[src/rtl/hbp_pkg.sv]
package hbp_pkg;
    typedef enum logic [1:0] {
        ST_IDLE  = 2'd0,
        ST_WRITE = 2'd1,
        ST_READ  = 2'd2
    } hbp_state_t;
endpackage

[src/rtl/hbp_sync.sv]
// Multi-stage synchroniser for active-low asynchronous lines; resets to inactive (1).
module hbp_sync #(
    parameter int WIDTH  = 3,
    parameter int STAGES = 2
) (
    input  logic             clk,
    input  logic             rst_n,
    input  logic [WIDTH-1:0] d_async,
    output logic [WIDTH-1:0] q_sync
);
    logic [WIDTH-1:0] chain [STAGES];

    for (genvar g = 0; g < STAGES; g++) begin : g_stage
        if (g == 0) begin : g_first
            always_ff @(posedge clk or negedge rst_n) begin
                if (!rst_n) chain[g] <= '1;
                else        chain[g] <= d_async;
            end
        end else begin : g_next
            always_ff @(posedge clk or negedge rst_n) begin
                if (!rst_n) chain[g] <= '1;
                else        chain[g] <= chain[g-1];
            end
        end
    end

    assign q_sync = chain[STAGES-1];
endmodule

[src/rtl/hbp_fsm.sv]
// Host transaction tracker: idle, write-in-progress, read-in-progress.
module hbp_fsm
    import hbp_pkg::*;
(
    input  logic clk,
    input  logic rst_n,
    input  logic cs_s_n,
    input  logic rd_s_n,
    input  logic wr_s_n,
    output logic capture,
    output logic read_act
);
    hbp_state_t state, state_nx;

    always_ff @(posedge clk or negedge rst_n) begin
        if (!rst_n) state <= ST_IDLE;
        else        state <= state_nx;
    end

    always_comb begin
        state_nx = state;
        unique case (state)
            ST_IDLE: begin
                if (!cs_s_n && !wr_s_n)      state_nx = ST_WRITE;  // write start
                else if (!cs_s_n && !rd_s_n) state_nx = ST_READ;   // read start
            end
            ST_WRITE: if (wr_s_n) state_nx = ST_IDLE;               // write end
            ST_READ:  if (rd_s_n) state_nx = ST_IDLE;               // read end
            default:  state_nx = ST_IDLE;
        endcase
    end

    always_comb begin
        capture  = 1'b0;
        read_act = 1'b0;
        unique case (state)
            ST_IDLE:  ;
            ST_WRITE: capture  = wr_s_n;
            ST_READ:  read_act = 1'b1;
            default:  ;
        endcase
    end
endmodule

[src/rtl/hbp_qreg.sv]
// Shared byte latch, host notification flag and driver-enable bit.
module hbp_qreg #(
    parameter int DATA_W = 8,
    localparam int NIB_W = DATA_W / 2
) (
    input  logic              clk,
    input  logic              rst_n,
    input  logic              capture,
    input  logic [DATA_W-1:0] pin_byte,
    input  logic              core_wr_lo,
    input  logic              core_wr_hi,
    input  logic [NIB_W-1:0]  core_wdata,
    input  logic              core_rd_hi,
    input  logic              core_drv_wr,
    input  logic              core_drv_val,
    output logic [DATA_W-1:0] q,
    output logic              irq_n,
    output logic              drv_en
);
    always_ff @(posedge clk or negedge rst_n) begin
        if (!rst_n) begin
            q <= '0;
        end else if (capture) begin
            q <= pin_byte;
        end else begin
            if (core_wr_lo) q[NIB_W-1:0]      <= core_wdata;
            if (core_wr_hi) q[DATA_W-1:NIB_W] <= core_wdata;
        end
    end

    always_ff @(posedge clk or negedge rst_n) begin
        if (!rst_n)          irq_n <= 1'b1;
        else if (capture)    irq_n <= 1'b0;
        else if (core_rd_hi) irq_n <= 1'b1;
    end

    always_ff @(posedge clk or negedge rst_n) begin
        if (!rst_n)           drv_en <= 1'b0;
        else if (core_drv_wr) drv_en <= core_drv_val;
    end
endmodule

[src/rtl/hostbus_port.sv]
module hostbus_port #(
    parameter int DATA_W      = 8,
    parameter int SYNC_STAGES = 2,
    localparam int NIB_W      = DATA_W / 2
) (
    input  logic              clk,
    input  logic              rst_n,
    input  logic              host_cs_n,
    input  logic              host_rd_n,
    input  logic              host_wr_n,
    input  logic [DATA_W-1:0] port_in,
    output logic [DATA_W-1:0] port_out,
    output logic              port_oe,
    output logic              host_irq_n,
    input  logic              core_wr_lo,
    input  logic              core_wr_hi,
    input  logic [NIB_W-1:0]  core_wdata,
    input  logic              core_rd_sel,
    input  logic              core_rd_en,
    output logic [NIB_W-1:0]  core_rdata,
    input  logic              core_drv_wr,
    input  logic              core_drv_val
);
    logic [2:0]        strb_s;
    logic [DATA_W-1:0] pin_q;
    logic [DATA_W-1:0] q_reg;
    logic              capture;
    logic              read_act;
    logic              drv_en;

    hbp_sync #(.WIDTH(3), .STAGES(SYNC_STAGES)) sync_i (
        .clk     (clk),
        .rst_n   (rst_n),
        .d_async ({host_cs_n, host_rd_n, host_wr_n}),
        .q_sync  (strb_s)
    );

    always_ff @(posedge clk or negedge rst_n) begin
        if (!rst_n) pin_q <= '0;
        else        pin_q <= port_in;
    end

    hbp_fsm fsm_i (
        .clk      (clk),
        .rst_n    (rst_n),
        .cs_s_n   (strb_s[2]),
        .rd_s_n   (strb_s[1]),
        .wr_s_n   (strb_s[0]),
        .capture  (capture),
        .read_act (read_act)
    );

    hbp_qreg #(.DATA_W(DATA_W)) qreg_i (
        .clk          (clk),
        .rst_n        (rst_n),
        .capture      (capture),
        .pin_byte     (pin_q),
        .core_wr_lo   (core_wr_lo),
        .core_wr_hi   (core_wr_hi),
        .core_wdata   (core_wdata),
        .core_rd_hi   (core_rd_en && core_rd_sel),
        .core_drv_wr  (core_drv_wr),
        .core_drv_val (core_drv_val),
        .q            (q_reg),
        .irq_n        (host_irq_n),
        .drv_en       (drv_en)
    );

    assign port_oe    = read_act && drv_en;
    assign port_out   = port_oe ? q_reg : '0;
    assign core_rdata = core_rd_sel ? q_reg[DATA_W-1:NIB_W] : q_reg[NIB_W-1:0];
endmodule

[config.mk]
export PLATFORM = sky130hd
export DESIGN_NAME = hostbus_port
export DESIGN_NICKNAME = d
export VERILOG_FILES = /design/src/rtl/hbp_pkg.sv /design/src/rtl/hbp_sync.sv /design/src/rtl/hbp_fsm.sv /design/src/rtl/hbp_qreg.sv /design/src/rtl/hostbus_port.sv
export SDC_FILE = /design/constraint.sdc
export NUM_CORES = 1
export LEC_CHECK = 0
export BUFFER_PORTS_ARGS = -buffer_cell sky130_fd_sc_hd__buf_4
export CORE_AREA = 2 2 49 51
export DETAILED_ROUTE_END_ITERATION = 8
export DIE_AREA = 0 0 51 53
export GPL_TIMING_DRIVEN = 1
export PLACE_DENSITY = 0.78
export SYNTH_ARGS = -nofsm -noshare
export SYNTH_HDL_FRONTEND = slang
export SYNTH_SLANG_ARGS = --single-unit
[constraint.sdc]
create_clock -name clk -period 2.5 [get_ports clk]
set_clock_uncertainty 0.15 [all_clocks]
set_input_delay 0.25 -clock clk [delete_from_list [all_inputs] [get_ports clk]]
set_output_delay 0.25 -clock clk [all_outputs]
set_load 0.03 [all_outputs]
==> flow_summary.ini <==
[outcome]
outcome = completed

[yosys]
syn_area_um2 = 1060
synthSimpleGateAreaFrac = 0.0909
synth.avg_cell_area_um2 = 16.3
seq_area_frac_synth = 0.622
synthAdderAreaFrac = 0
synth.area.top_cells = dfrtp_1 (45%), dfstp_2 (17%), mux2_2 (14%), mux2_4 (11%), and2_1 (4.7%)
synth_top_family_by_area = multiplexers
yosysTopAreaCell = dfrtp_1
muxShareOfSynthArea = 0.251
ys_types = 15
syn_inst = 65
synth_top_area_share = 0.449
ys_seq_elements = 26
synth_compound_area_frac = 0.0213
synth_xor_area_frac = 0
yosysWarnings = 0
synthesis.nets = 88

[die]
rows = 17
die_w_um = 51
io_pins = 37
dieArea_um2 = 2700
start_util = 0.493
core_um2 = 2150
die_h_um = 53

[layout]
multi_input_area_um2 = 385
drive_above_1_share = 0.603
final_cell_area_um2 = 1530
antenna_cells = 0
syn_to_final_growth_pct = 44.0
fin_util = 0.711
regArea_um2 = 659
nFillCells = 153
nNetsFinal = 140
fin_cells = 144

[routing]
vias = 656
wirelength_um = 1750
viasPerCell = 4.56
drt_iter0_markers = 2
wl_per_cell_um = 12.2
firstDrtPassIters = 3
drc_errors = 0
postRouteAntennaNets = 0

[sta]
max_slew_margin = 0.796
fin_tns_setup_ns = 0
fin_crit_sh = 0.734
setup_viol = 0
setup_slack_ns = 0.666
tightest_slew_ns = 0.305
min_period_ns = 1.83
finalHoldViolCount = 0
max_freq_mhz = 545
hold_ws_ns = 0.0208
rsz0062_at_grt = false
slew_violations = 0

[clock_network]
cts_buffer_depth = 2
clock-sinks = 26
htreeDepth = 1
clk_pin_slew_ns = 0.13
cts_buffers = 3
root_buffer = clkbuf_4
cts_tree = yes
clk_latency_ns = 0.31
cts_setup_buffers = 0

[grt]
grt.overflow.total = 0
grt_util_all_layers = 0.158
grt_pass1_wl_um = 3040
grt_max_degree = 27
grt_pass1_vias = 676
grt_antenna_before_repair = 0

[setup_path]
cp_max_fo = 9
cp.required_ns = 2.10
arrival_ns = 1.43
path_class = flop to primary output
cp-start-kind = flop
crit_path_end_kind = primary output

[pwr]
power_mw = 0.956
power_density_nw_per_um2 = 626
vdd_ir_drop_max_mv = 0.492
p_leak_nw = 0.747

[placement]
placedCellCount = 128
post-place-ws_ns = 1.02
io_buffers = 36
gp_congestion = 0.725
post_dp_cell_area_um2 = 1350

[job]
max_cap_viol_count = 0

[min_path]
hold_path.class = input port to flop
power breakdown:
part	internal, mW	total [mW]	switching (mW)
clock network	0.162	0.281	0.119
registers	0.462	0.483	0.0207
logic	0.112	0.192	0.0805
cells in the final DEF (no fill, tap or decap), drive strengths merged:
cell type	n
mux2	21
nand3b	1
o21a	1
and2	9
clkbuf	3
a211oi	1
dfrtp	19
buf	36
inv	1
dfstp	7
nor2	1
and3b	1
a21o	1
nor2b	1
bufinv	1
dlygate4sd3	12
layer usage:
| layer | GRT usage | wire length (um) | vias to the layer above |
|---|---|---|---|
| met5 | 0 | 0 | - |
| met4 | 0.0676 | 19 | 0 |
| met3 | 0.0339 | 121 | 2 |
| met2 | 0.266 | 871 | 28 |
| met1 | 0.195 | 738 | 303 |
| li1 | - | - | 323 |
logic make-up after synthesis:
kind of cell | Yosys count
buffers and inverters | 2
AOI/OAI and AO/OA | 3
muxes | 21
DFF | 26
and+or+nand+nor | 13
final timing paths:
kind,startpoint,endpoint,slack [ns],cells past startpoint
hold / removal,core_drv_val,qreg_i.drv_en,0.02,2
setup reg to reg,sync_i.q_sync[0],qreg_i.q[7],1.14,2
setup / recovery,fsm_i.state[0],port_out[4],0.67,3
max in group asynchronous,rst_n,sync_i.chain[3],1.70,2
hold reg to reg,sync_i.chain[3],sync_i.q_sync[0],0.22,0
min in group asynchronous,rst_n,qreg_i.q[4],0.22,2
area by class of cell:
class / count / share of cell area
flip-flops and latches: 26 / 0.432
repair buffers: 48 / 0.256
multi-input cells: 37 / 0.252
well taps: 28 / 0.0230
clock inverters: 1 / 0.0197
clock buffers: 3 / 0.0148
inverters: 1 / 0.00246
cell usage after synthesis (all sizes together):
cell / count
mux2: 21
dfrtp: 19
and2: 9
dfstp: 7
a211oi: 1
a21o: 1
and3b: 1
buf: 1
inv: 1
nand3b: 1
nor2: 1
nor2b: 1
o21a: 1
critical path, stage by stage, from the launching register on:
cell and delay (ns):
dfrtp_1 0.45, and3b_1 0.36, and2_1 0.16, buf_4 0.15
repair_timing:
action | CTS | global route
hold buffers | 12 | 0
endpoints found under the hold margin | 37 | 0
resized for setup | 0 | 0
Power figures use the tool's default switching activity.
